`src/rtl/pss_pkg.sv`:
```
package pss_pkg;
  localparam int unsigned DEF_SW_W = 5;
  localparam int unsigned DEF_M_W  = 10;

  typedef enum logic {
    SPAN_NARROW = 1'b0,
    SPAN_WIDE   = 1'b1
  } span_e;
endpackage

```
`src/rtl/pss_shadow.sv`:
```
module pss_shadow #(
  parameter int unsigned SW_W = pss_pkg::DEF_SW_W,
  parameter int unsigned M_W  = pss_pkg::DEF_M_W
) (
  input  logic            clk,
  input  logic            rst_n,
  input  logic            ld_stb,
  input  logic [M_W-1:0]  ld_m,
  input  logic [SW_W-1:0] ld_s,
  input  logic            ld_wide,
  output logic [M_W-1:0]  sh_m,
  output logic [SW_W-1:0] sh_s
);
  import pss_pkg::*;
  localparam int unsigned M_FLOOR = 2 ** SW_W;

  span_e          span;
  logic [M_W-1:0] m_masked;
  logic [M_W-1:0] m_clamped;

  assign span = span_e'(ld_wide);

  always_comb begin
    m_masked = ld_m;
    if (span == SPAN_NARROW) m_masked[M_W-1] = 1'b0;
    m_clamped = (m_masked < M_W'(M_FLOOR)) ? M_W'(M_FLOOR) : m_masked;
  end

  always_ff @(posedge clk or negedge rst_n) begin
    if (!rst_n) begin
      sh_m <= M_W'(M_FLOOR);
      sh_s <= '0;
    end else if (ld_stb) begin
      sh_m <= m_clamped;
      sh_s <= ld_s;
    end
  end

  // the stored ratio never drops below the floor
  assert_m_floor_R6: assert property (@(posedge clk) disable iff (!rst_n)
    sh_m >= M_W'(M_FLOOR));

  // settings move only on a strobe
  assert_shadow_hold_R7: assert property (@(posedge clk) disable iff (!rst_n)
    !ld_stb |=> $stable({sh_m, sh_s}));

  // a narrow load leaves the top bit clear
  assert_narrow_top_R4: assert property (@(posedge clk) disable iff (!rst_n)
    (ld_stb && !ld_wide) |=> !sh_m[M_W-1]);
endmodule

```
`src/rtl/pss_prescaler.sv`:
```
module pss_prescaler #(
  parameter int unsigned SW_W = pss_pkg::DEF_SW_W
) (
  input  logic clk,
  input  logic rst_n,
  input  logic in_tick,
  input  logic swallow_live,
  output logic pre_done
);
  localparam int unsigned PC_W  = SW_W + 1;
  localparam int unsigned BASE  = 2 ** SW_W;

  logic [PC_W-1:0] pc_q;
  logic [PC_W-1:0] last_idx;

  assign last_idx = swallow_live ? PC_W'(BASE) : PC_W'(BASE - 1);
  assign pre_done = in_tick && (pc_q == last_idx);

  always_ff @(posedge clk or negedge rst_n) begin
    if (!rst_n)        pc_q <= '0;
    else if (pre_done) pc_q <= '0;
    else if (in_tick)  pc_q <= pc_q + 1'b1;
  end

  // the sub-cycle count never passes the longer modulus
  assert_pre_range_R3: assert property (@(posedge clk) disable iff (!rst_n)
    pc_q <= PC_W'(BASE));

  // the 33rd position is only reached while swallowing
  assert_long_only_swallow_R3: assert property (@(posedge clk) disable iff (!rst_n)
    (pc_q == PC_W'(BASE)) |-> swallow_live);

  // no tick, no movement
  assert_pre_hold_R9: assert property (@(posedge clk) disable iff (!rst_n)
    !in_tick |=> $stable(pc_q));
endmodule

```
`src/rtl/pss_swallow.sv`:
```
module pss_swallow #(
  parameter int unsigned SW_W = pss_pkg::DEF_SW_W
) (
  input  logic            clk,
  input  logic            rst_n,
  input  logic            pre_done,
  input  logic            reload,
  input  logic [SW_W-1:0] s_load,
  output logic [SW_W-1:0] sw_q,
  output logic            live
);
  assign live = (sw_q != '0);

  always_ff @(posedge clk or negedge rst_n) begin
    if (!rst_n)                sw_q <= '0;
    else if (reload)           sw_q <= s_load;
    else if (pre_done && live) sw_q <= sw_q - 1'b1;
  end

  // the swallow count holds between prescaler completions
  assert_sw_hold_R9: assert property (@(posedge clk) disable iff (!rst_n)
    (!pre_done && !reload) |=> $stable(sw_q));
endmodule

```
`src/rtl/pss_main.sv`:
```
module pss_main #(
  parameter int unsigned M_W = pss_pkg::DEF_M_W,
  parameter int unsigned SW_W = pss_pkg::DEF_SW_W
) (
  input  logic           clk,
  input  logic           rst_n,
  input  logic           pre_done,
  input  logic [M_W-1:0] m_load,
  output logic [M_W-1:0] mc_q,
  output logic           wrap
);
  localparam int unsigned M_FLOOR = 2 ** SW_W;

  assign wrap = pre_done && (mc_q == M_W'(1));

  always_ff @(posedge clk or negedge rst_n) begin
    if (!rst_n)        mc_q <= M_W'(M_FLOOR);
    else if (wrap)     mc_q <= m_load;
    else if (pre_done) mc_q <= mc_q - 1'b1;
  end

  // the main count never underflows to zero
  assert_mc_nonzero_R2: assert property (@(posedge clk) disable iff (!rst_n)
    mc_q != '0);

  // the main count holds between prescaler completions
  assert_mc_hold_R9: assert property (@(posedge clk) disable iff (!rst_n)
    !pre_done |=> $stable(mc_q));
endmodule

```
`src/rtl/pss_divider.sv`:
```
module pss_divider #(
  parameter int unsigned SW_W = pss_pkg::DEF_SW_W,
  parameter int unsigned M_W  = pss_pkg::DEF_M_W
) (
  input  logic            clk,
  input  logic            rst_n,
  input  logic            in_tick,
  input  logic            ld_stb,
  input  logic [M_W-1:0]  ld_m,
  input  logic [SW_W-1:0] ld_s,
  input  logic            ld_wide,
  output logic            out_pulse
);
  logic [M_W-1:0]  sh_m;
  logic [SW_W-1:0] sh_s;
  logic [SW_W-1:0] sw_q;
  logic [M_W-1:0]  mc_q;
  logic            live;
  logic            pre_done;
  logic            wrap;

  pss_shadow #(.SW_W(SW_W), .M_W(M_W)) u_shadow (
    .clk(clk), .rst_n(rst_n), .ld_stb(ld_stb), .ld_m(ld_m), .ld_s(ld_s),
    .ld_wide(ld_wide), .sh_m(sh_m), .sh_s(sh_s)
  );

  pss_prescaler #(.SW_W(SW_W)) u_pre (
    .clk(clk), .rst_n(rst_n), .in_tick(in_tick), .swallow_live(live),
    .pre_done(pre_done)
  );

  pss_swallow #(.SW_W(SW_W)) u_swallow (
    .clk(clk), .rst_n(rst_n), .pre_done(pre_done), .reload(wrap),
    .s_load(sh_s), .sw_q(sw_q), .live(live)
  );

  pss_main #(.M_W(M_W), .SW_W(SW_W)) u_main (
    .clk(clk), .rst_n(rst_n), .pre_done(pre_done), .m_load(sh_m),
    .mc_q(mc_q), .wrap(wrap)
  );

  always_ff @(posedge clk or negedge rst_n) begin
    if (!rst_n) out_pulse <= 1'b0;
    else        out_pulse <= wrap;
  end

  // the output pulse lasts one cycle
  assert_single_pulse_R10: assert property (@(posedge clk) disable iff (!rst_n)
    out_pulse |=> !out_pulse);

  // swallowing always finishes inside one main period
  assert_swallow_fits_R3: assert property (@(posedge clk) disable iff (!rst_n)
    M_W'(sw_q) <= mc_q);

  // a period ends only on a tick
  assert_wrap_on_tick_R2: assert property (@(posedge clk) disable iff (!rst_n)
    !in_tick |=> !out_pulse);
endmodule

```
`config.mk`:
```
export PLATFORM = sky130hd
export DESIGN_NAME = pss_divider
export DESIGN_NICKNAME = d
export VERILOG_FILES = /design/src/rtl/pss_pkg.sv /design/src/rtl/pss_shadow.sv /design/src/rtl/pss_prescaler.sv /design/src/rtl/pss_swallow.sv /design/src/rtl/pss_main.sv /design/src/rtl/pss_divider.sv
export SDC_FILE = /design/constraint.sdc
export NUM_CORES = 1
export LEC_CHECK = 0
export ABC_AREA = 1
export BUFFER_PORTS_ARGS = -buffer_cell sky130_fd_sc_hd__buf_2
export CORE_UTILIZATION = 55
export CTS_CLUSTER_SIZE = 8
export DETAILED_ROUTE_END_ITERATION = 16
export GPL_TIMING_DRIVEN = 0
export PLACE_DENSITY_LB_ADDON = 0.12
export SLEW_MARGIN = 10
export SYNTH_ARGS = -nofsm -noshare
export SYNTH_HDL_FRONTEND = slang
export SYNTH_SLANG_ARGS = --single-unit
```
`constraint.sdc`:
```
create_clock -name clk -period 2.91 [get_ports clk]
set_input_delay 0.1455 -clock clk [delete_from_list [all_inputs] [get_ports clk]]
set_output_delay 0.1455 -clock clk [all_outputs]
set_load 0.005 [all_outputs]
```
Yosys cells after proc, flatten, opt, wreduce, memory -nomap -nowiden
Index checks and enable logic that the tools add are counted.
Widths: inputs -> output; s select.
{"block": "op_classes", "shifts": 0, "add_sub_neg": 3, "multipliers": 0, "muxes": 9, "n_eq_ne": 2, "magnitude_cmp": 1, "div_mod_pow": 0, "n_bitwise": 0, "reduce_logical": 7}
{"op": "$mux 10", "count": 3}
{"op": "$mux 6", "count": 3}
{"op": "$eq 10x1->1 const B", "count": 1}
{"op": "$lt 10x6->1 const B", "count": 1}
{"op": "$mux 5", "count": 2}
{"op": "$sub 10x1->10 const B", "count": 1}
{"op": "$add 6x1->6 const B", "count": 1}
{"op": "$eq 6x6->1", "count": 1}
{"op": "$reduce_bool 2->1", "count": 3}
{"op": "$reduce_bool 5->1", "count": 1}
{"op": "$sub 5x1->5 const B", "count": 1}
{"op": "$logic_and 1x1->1", "count": 3}
{"op": "$mux 1", "count": 1}
{"block": "totals", "ramBits": 0, "latch_bits": 0, "mem_bits_ro": 0, "regBits": 37, "n_memories": 0, "elab_cells": 28}

Depth between registers and ports, before layout
Gate-level depths: netlist (run 1).
{"block": "depth", "word_depth": 7, "depth_mapped": 10, "mapped_depth_nobuf": 10}

Cells and area by module
A second synthesis (run 1) with hierarchy kept.
{"block": "unflattened", "cells_unflattened": 298, "area_unflattened_um2": 2245.9}
{"module": "pss_main", "cells_each": 130, "seq_area_each_um2": 251.5, "n_inst": 1, "area_each_um2": 855.8}
{"module": "pss_shadow", "cells_each": 76, "seq_area_each_um2": 376.6, "n_inst": 1, "area_each_um2": 629.4}
{"module": "pss_prescaler", "cells_each": 49, "seq_area_each_um2": 150.1, "n_inst": 1, "area_each_um2": 394.1}
{"module": "pss_swallow", "cells_each": 42, "seq_area_each_um2": 125.1, "n_inst": 1, "area_each_um2": 341.6}
{"module": "pss_divider", "cells_each": 1, "seq_area_each_um2": 25.0, "n_inst": 1, "area_each_um2": 25.0}

Worst setup path after synthesis (run 1)
No wires, ideal clock.
{"block": "synth_timing", "path_type": "reg-to-reg", "startpoint": "register u_swallow.sw_q[0]", "endpoint": "register u_pre.pc_q[1]", "slack_ps": 1425, "path_buffers": 2, "setup_time_ps": 119, "arrival_ps": 1366, "path_stages_with_launch": 10, "period_less_slack_ps": 1485, "cell_sequence": "dfrtp_1 > inv_1 > ha_1 > nand3_2 > nand2_2 > nand3_4 > buf_6 > buf_8 > a31oi_1 > inv_1"}
{"block": "synth_via", "elab_chain_len": 5, "elab_cells_between_ends": 6, "cone_classes": "eq/ne: 1; mux: 2; reduce/logical: 3"}
{"item": "from (decl)", "line": "pss_swallow.sv:9", "rtl": "output logic [SW_W-1:0] sw_q,"}
{"item": "from (signal assigned)", "line": "pss_swallow.sv:16", "rtl": "else if (reload) sw_q <= s_load;"}
{"item": "from (signal assigned)", "line": "pss_swallow.sv:17", "rtl": "else if (pre_done && live) sw_q <= sw_q - 1'b1;"}
{"item": "$reduce_bool 5->1 (*)", "line": "pss_swallow.sv:12", "rtl": "assign live = (sw_q != '0);"}
{"item": "$mux 6 (*)", "line": "pss_prescaler.sv:16", "rtl": "assign last_idx = swallow_live ? PC_W'(BASE) : PC_W'(BASE - 1);"}
{"item": "$eq 6x6->1 (*)", "line": "pss_prescaler.sv:17", "rtl": "assign pre_done = in_tick && (pc_q == last_idx);"}
{"item": "$logic_and 1x1->1 (*)", "line": "pss_prescaler.sv:17"}
{"item": "$mux 6 or $reduce_bool 2->1 (tied branches)"}
{"item": "to (signal assigned)", "line": "pss_prescaler.sv:22", "rtl": "else if (in_tick) pc_q <= pc_q + 1'b1;"}
{"item": "to (decl)", "line": "pss_prescaler.sv:13", "rtl": "logic [PC_W-1:0] pc_q;"}
Every way passes the cells marked *; elsewhere a longest branch is shown, timed or not.
A chain may end at the register's enable or synchronous reset.

Final worst setup path (run 1)
Same ends and word-level chain as after synthesis.

==> results of run 1 <==
==> cells in the mapped netlist <==
library cell / number
nor2_2: 3
or2_1: 1
buf_4: 1
nor2_1: 31
dfrtp_1: 35
clkbuf_1: 3
and2_1: 1
nand3_4: 1
a31oi_1: 3
inv_1: 34
buf_2: 2
nand2_1: 78
o21ai_0: 18
nand3b_1: 2
a21oi_1: 8
inv_2: 2
xor2_1: 4
buf_6: 1
or2_2: 1
o211ai_1: 1
nand2_4: 1
dfstp_2: 2
o21ai_2: 1
nand3_2: 2
nand4_2: 1
a21boi_0: 1
nand3_1: 23
nand2_2: 3
nand4_1: 3
buf_8: 1
ha_1: 5
nor3_1: 4
nor2_4: 4
==> stage by stage <==
step / utilization (%) / power [W] / cells
after floorplan: - / 0.00112 / 281
after global placement: 61.8 / 0.00122 / 347
after detailed placement: 61.8 / 0.00124 / 347
after CTS: 65.2 / 0.00170 / 356
after global routing: 65.2 / 0.00183 / 356
final: 65.2 / 0.00169 / 356
==> worst paths after layout <==
| kind | startpoint | end | slack [ns] |
|---|---|---|---|
| min in group asynchronous | rst_n | u_main.mc_q[7]$_DFFE_PN0P_ | 0.49 |
| min | ld_s[3] | u_shadow.sh_s[3]$_DFFE_PN0P_ | 0.06 |
| min reg2reg | u_shadow.sh_s[0]$_DFFE_PN0P_ | u_shadow.sh_s[0]$_DFFE_PN0P_ | 0.47 |
| max | u_swallow.sw_q[0]$_DFFE_PN0P_ | u_pre.pc_q[1]$_DFFE_PN0P_ | 1.28 |
| max reg2reg | u_swallow.sw_q[0]$_DFFE_PN0P_ | u_pre.pc_q[1]$_DFFE_PN0P_ | 1.28 |
| max in group asynchronous | rst_n | u_swallow.sw_q[2]$_DFFE_PN0P_ | 1.90 |
==> area by class of cell <==
class	instances	area, um2	share of cell area [%]
multi-input combinational	200	1010	42.0
sequential	37	928	38.6
inverter	36	135	5.62
timing repair buffer	19	100	4.16
clock buffer	7	86.3	3.59
tap	48	60.1	2.50
buffer	8	55.1	2.29
clock inverter	1	30.0	1.25
==> routing by layer <==
metal,routed length [um],vias to the layer above,share of wire (%)
li1,-,941,-
met1,1950,779,49
met2,1810,44,45
met3,179,6,4.5
met4,51,0,1.3
met5,0,-,0
==> flip-flops by register name (all words and copies together) (netlist names) <==
signal and count:
u_shadow.sh_m 10, u_main.mc_q 10, u_pre.pc_q 6, u_shadow.sh_s 5
out_pulse 1, u_swallow.sw_q 5
==> cells by family (layout without fill, tap and decap cells) <==
group | count (synthesis) | in the layout
simple gates | 159 | 159
buf+inv | 44 | 71
flops | 37 | 37
compound gates | 32 | 32
fa+ha+maj | 5 | 5
xor+xnor | 4 | 4
==> what timing repair did <==
action / CTS / global route
setup endpoints to repair: 0 / 0
resized for setup: 0 / 0
hold endpoints to repair: 35 / 0
hold buffers: 1 / 0
==> critical path: stages (launching register included) <==
cell and delay (ns):
dfrtp_1 0.38, inv_1 0.11, ha_1 0.20, nand3_2 0.13
nand2_2 0.15, nand3_4 0.10, buf_6 0.15, buf_8 0.14
a31oi_1 0.13, inv_1 0.05
==> power by group through the flow <==
stage,clock network [W],registers [W],logic [W]
6_report,0.000459,0.000728,0.000503
5_1_grt,0.000486,0.000746,0.000600
4_1_cts,0.000466,0.000727,0.000506
3_5_place_dp,0,0.000736,0.000501
3_3_place_gp,0,0.000732,0.000491
2_1_floorplan,0,0.000711,0.000414
==> results.md, run 1 <==
* CORE AREA at 3690 um2
* Outcome: complete, no violations
* Sw Pwr at 0.000591 W
* Final Hold Vio Count at 0
* Post-synthesis compound-gate area fraction at 8.11%
* Die Y at 64.2 um
* Post-route cell area at 2410 um2
* Area after DPL at 2280 um2
* Worst EP arrival at 1.81 ns
* Most Crowded Layer GR: met2
* Xor/xnor share of the synthesized area at 1.65%
* Peak supply drop at 0.316 mV
* Die Wd at 64.2 um
* Top-area cell type share of the netlist area at 41.1%
* Via count at 1770
* Final Max Tran Viols at 0
* Clock root cell: clkbuf_8
* Initial core utilization at 57.7%
* Syn Area/Cell at 7.58 um2
* Required time worst endpoint at 3.09 ns
* Commonest non-fill, non-tap cells in the layout: 78 x nand2_1, 35 x dfrtp_1, 34 x inv_1
* Int Power at 0.00110 W
* Final ANT Viol Nets at 0
* Achievable Freq at 612 MHz
* Crit path kind: flop to flop
* Final worst path period share at 56.2%
* Clock group share of total power at 27.2%
* # rows at 22
* Ranking of synthesized cells by area: dfrtp_1 41%, nand2_1 14%, inv_1 6.0%
* Rel. slew slack at 45.3%
* Final min period at 1.63 ns
* Cell Pwr Density at 702 nW/um2
* Setup Fix Bufs, Post-CTS at 0
* Lkg Pwr at 1.25 nW
* Adder-Cell Fraction of Synth Area at 2.94%
* Total track usage at 22.9%
* CTS Buffer Depth at 2
* Global Route met2 Usage at 36.8%
* GR Overflow Total at 0
* Place WS at 1.27 ns
* Max cap viols at 0
* Die ar. at 4120 um2
* Main combinational cell family by area after synthesis: simple AND/OR/NAND/NOR gates
* Worst setup margin at 1.28 ns
* Num CTS Buffers at 5
* CTS tree: done
* Startpoint Class: flop
* Min Hold Slack at 0.0593 ns
* Multiplexer area fraction after synthesis at 0%
* Simple-gate share of the synthesized area at 34.8%
* Area Overhead vs Synth at 13.0%
* Gate Count Post-Synth at 281
* Peak fanout along the critical path at 10
* M1 GR Usage at 31.2%
* Slew @ Worst Pin at 0.820 ns
* Final setup violation count at 0
* Reg2Reg Depth at 9
* Skew final at 0.00449 ns
* Routed WL per cell at 11.2 um
* Initial DRC count at 139
* I/O pin cnt at 21
* Yosys reg bits at 37
* Commonest non-fill, non-tap cell in the layout: nand2_1
* Mapped cell area at 2130 um2
* Worst-path clk slew at 0.07 ns
* Fill count at 326
* Distinct cells, synth at 33
* Switching share of power at 35.0%
* Largest net degree at the start of global routing at 38
* Register area share after synthesis at 43.6%
* Layout cells sized above 1 at 16.6%
* Met3 usage at 3.75%
* H-tree levels at 2
* Ys Warns at 0
* Reg power frac at 43.1%
* RD Place Congestion at 0.861
* Fin nets at 332
* Accumulated negative setup slack at 0 ns
* Cell taking the most area after synthesis: dfrtp_1
* Clock sink count at 37
* Antenna violations before repair at 0
* Hold Path Depth at 3
* First-pass GRT wire length at 7260 um
* Clk_lat worst skew at 0.28 ns
* Avg Vias per Cell at 4.97
* DRC at 0
* RSZ-0062 raised after global routing: false
* HP Class: input pin to flop
* Vias in the first global route at 1657
* TritonRoute pass-1 iters at 4
* Post-Route WL at 4000 um
* Net count after synthesis at 306
* Proportion of power drawn by combinational gates at 29.8%
* Port bufs at 18
* Antenna diodes at 0
* Dpl hpwl at 2910 um
* CP Capture Type: flop
Note: power is estimated with default switching activity, not from simulation.
==> run 2, diff against run 1 <==
--- a/config.mk
+++ b/config.mk
@@ -7,7 +7,7 @@
 export LEC_CHECK = 0
 export ABC_AREA = 1
 export BUFFER_PORTS_ARGS = -buffer_cell sky130_fd_sc_hd__buf_2
-export CORE_UTILIZATION = 55
+export CORE_UTILIZATION = 53
 export CTS_CLUSTER_SIZE = 8
 export DETAILED_ROUTE_END_ITERATION = 16
 export GPL_TIMING_DRIVEN = 0
==> constraint.sdc (replaced) <==
create_clock -name clk -period 1.5 [get_ports clk]
set_input_delay 0.075 -clock clk [delete_from_list [all_inputs] [get_ports clk]]
set_output_delay 0.075 -clock clk [all_outputs]
set_load 0.005 [all_outputs]
==> results.md, run 2 (synthesis results as in run 1) <==
* Final Hold Vio Count at 0 (unchanged)
* Die Y at 65.4 um (was 64.2 um)
* Die ar. at 4280 um2 (was 4120 um2)
* Outcome: finished, violations left (was complete, no violations)
* I/O pin cnt at 21 (unchanged)
* Post-route cell area at 2800 um2 (was 2410 um2)
* Commonest non-fill, non-tap cells in the layout: 73 x nand2_1, 30 x dfrtp_1, 28 x inv_1 (was 78 x nand2_1, 35 x dfrtp_1, 34 x inv_1)
* Port bufs at 18 (unchanged)
* Initial DRC count at 88 (was 139)
* Area Overhead vs Synth at 31.3% (was 13.0%)
* Routed WL per cell at 13.7 um (was 11.2 um)
* Clk_lat worst skew at 0.30 ns (was 0.28 ns)
* Rel. slew slack at 44.3% (was 45.3%)
* Peak supply drop at 0.991 mV (was 0.316 mV)
* Area after DPL at 2280 um2 (unchanged)
* Die Wd at 65.4 um (was 64.2 um)
* Required time worst endpoint at 1.72 ns (was 3.09 ns)
* Worst-path clk slew at 0.07 ns (about the same)
* Fill count at 296 (was 326)
* Reg2Reg Setup Slack at -0.04 ns (was 1.28 ns)
* Antenna diodes at 0 (unchanged)
* Final worst path period share at 102% (was 56.2%)
* Final setup violation count at 3 (was 0)
* Top Registers: u_main.mc_q (10), u_shadow.sh_m (10), u_pre.pc_q (6) (unchanged)
* Layout cells sized above 1 at 31.4% (was 16.6%)
* Clock root cell: clkbuf_8 (unchanged)
* Crit-path cells: inv_2, ha_4, nand2_2, nor2_4, nand2_4, nand3_4, buf_6, buf_8, nor2_4, a21oi_2 (was inv_1, ha_1, nand3_2, nand2_2, nand3_4, buf_6, buf_8, a31oi_1, inv_1)
* Footprint of the multi-input gates at 1180 um2 (was 1010 um2)
* Startpoint Class: flop (unchanged)
* H-tree levels at 2 (unchanged)
* Final ANT Viol Nets at 0 (unchanged)
* Peak fanout along the critical path at 6 (was 10)
* Total track usage at 25.0% (was 22.9%)
* Vias in the first global route at 1785 (was 1657)
* Register Area at 935 um2 (was 928 um2)
* First-pass GRT wire length at 7890 um (was 7260 um)
* Avg Vias per Cell at 5.11 (was 4.97)
* HP Start: ld_m[7] (was ld_s[3])
* RSZ-0062 raised after global routing: true (was false)
* Lkg Pwr at 1.38 nW (was 1.25 nW)
* Worst EP arrival at 1.76 ns (was 1.81 ns)
* RD Place Congestion at 0.841 (was 0.861)
* CP Capture Type: flop (unchanged)
* CP max-delay cell: dfrtp_1 (unchanged)
* Slew @ Worst Pin at 0.835 ns (was 0.820 ns)
* Largest net degree at the start of global routing at 38 (unchanged)
* Worst setup margin at -0.0371 ns (was 1.28 ns)
* Reg2Reg Depth at 10 (was 9)
* Achievable Freq at 651 MHz (was 612 MHz)
* Critical R2R Capture: u_main.mc_q[0]$_DFFE_PN0P_ (was u_pre.pc_q[1]$_DFFE_PN0P_)
* Clock sink count at 37 (unchanged)
* Post-Route WL at 5210 um (was 4000 um)
* Num CTS Buffers at 5 (unchanged)
* GR Overflow Total at 0 (unchanged)
* DRC at 0 (unchanged)
* Power after layout at 0.00390 W (was 0.00169 W)
* Crit path kind: flop to flop (unchanged)
* # rows at 22 (unchanged)
* Antenna violations before repair at 0 (unchanged)
* Fin nets at 355 (was 332)
* Via count at 1936 (was 1770)
* Initial core utilization at 56.9% (was 57.7%)
* Failing checks: setup timing
* Final Max Tran Viols at 0 (unchanged)
* CP dominant cell by count: nor2_4 (was inv_1)
* Crit-path max cell delay at 0.40 ns (was 0.38 ns)
* Max cap viols at 0 (unchanged)
* CTS Buffer Depth at 2 (unchanged)
* Hold path endpoint: u_shadow.sh_m[7]$_DFFE_PN0P_ (was u_shadow.sh_s[3]$_DFFE_PN0P_)
* Hold Path Depth at 3 (unchanged)
* Place WS at -0.136 ns (was 1.27 ns)
* Commonest non-fill, non-tap cell in the layout: nand2_1 (unchanged)
* HP Class: input pin to flop (unchanged)
* CORE AREA at 3740 um2 (was 3690 um2)
* TritonRoute pass-1 iters at 4 (unchanged)
* CTS tree: done (unchanged)
* Skew final at 0.00973 ns (was 0.00449 ns)
* Dpl hpwl at 3010 um (was 2910 um)
* Cell Pwr Density at 1390 nW/um2 (was 702 nW/um2)
* RR Startpoint: u_swallow.sw_q[1]$_DFFE_PN0P_ (was u_swallow.sw_q[0]$_DFFE_PN0P_)
* Final min period at 1.54 ns (was 1.63 ns)
-- run 2: worst max path at each step --
stage,start,to,slack [ns],depth (start not counted)
after CTS,u_swallow.sw_q[0]$_DFFE_PN0P_,u_pre.pc_q[1]$_DFFE_PN0P_,-0.003,9
after global placement,u_swallow.sw_q[0]$_DFFE_PN0P_,u_pre.pc_q[1]$_DFFE_PN0P_,-0.11,9
after detailed placement,u_swallow.sw_q[0]$_DFFE_PN0P_,u_pre.pc_q[1]$_DFFE_PN0P_,-0.14,9
after floorplan,u_swallow.sw_q[0]$_DFFE_PN0P_,u_pre.pc_q[1]$_DFFE_PN0P_,0.01,9
after global routing,u_swallow.sw_q[0]$_DFFE_PN0P_,u_main.mc_q[0]$_DFFE_PN0P_,-0.10,10
final,u_swallow.sw_q[1]$_DFFE_PN0P_,u_main.mc_q[0]$_DFFE_PN0P_,-0.04,10
-- run 2: metal layers --
metal / vias up / global-route usage, % / routed length [um]
met3: 6 / 6.77 / 208
met2: 45 / 41.1 / 2570
li1: 989 / - / -
met1: 896 / 31.1 / 2370
met4: 0 / 9.78 / 62
met5: - / 0 / 0
-- run 2: repair_timing --
action / in CTS / in global routing
gates cloned: 2 / 2
hold buffers: 7 / 0
endpoints found under the setup margin: 19 / 19
pin swaps: 3 / 20
gates resized for setup: 22 / 43
buffers inserted: 5 / 8
hold endpoints to repair: 41 / 0
-- run 2: area by class of cell --
cell class	count	area share (%)
plain buffers	8	2.42
clock buffers	7	3.09
clock inverters	1	1.07
inverters	36	4.92
multi-input cells	200	42.1
flip-flops and latches	37	33.4
well taps	48	2.15
repair buffers	42	10.8
-- run 2: through the flow --
| stage | utilization (%) | TNS (ns) | hold WS, ns | std cells |
|---|---|---|---|---|
| floorplan | - | 0 | -0.221 | 281 |
| global placement | 60.9 | -0.719 | 0.220 | 347 |
| detailed placement | 60.9 | -1.34 | 0.223 | 347 |
| CTS | 69.3 | -0.00262 | 0.0117 | 369 |
| global route | 74.7 | -1.04 | 0.0240 | 379 |
| finish | 74.7 | -0.0462 | 0.0110 | 379 |
-- run 2: worst max-delay path, delay by kind of cell (launching register included) --
kind | cells | cell delay [ns]
simple gates | 5 | 0.44
flops | 1 | 0.40
buf+inv | 3 | 0.37
fa+ha+maj | 1 | 0.16
compound gates | 1 | 0.11
-- run 2: report_power, final --
group / switching, W / internal, W / leakage (nW) / total [W]
clock network: 0.000365 / 0.000542 / 0.0585 / 0.000907
registers: 0.000251 / 0.00122 / 0.443 / 0.00147
logic: 0.000863 / 0.000659 / 0.873 / 0.00152
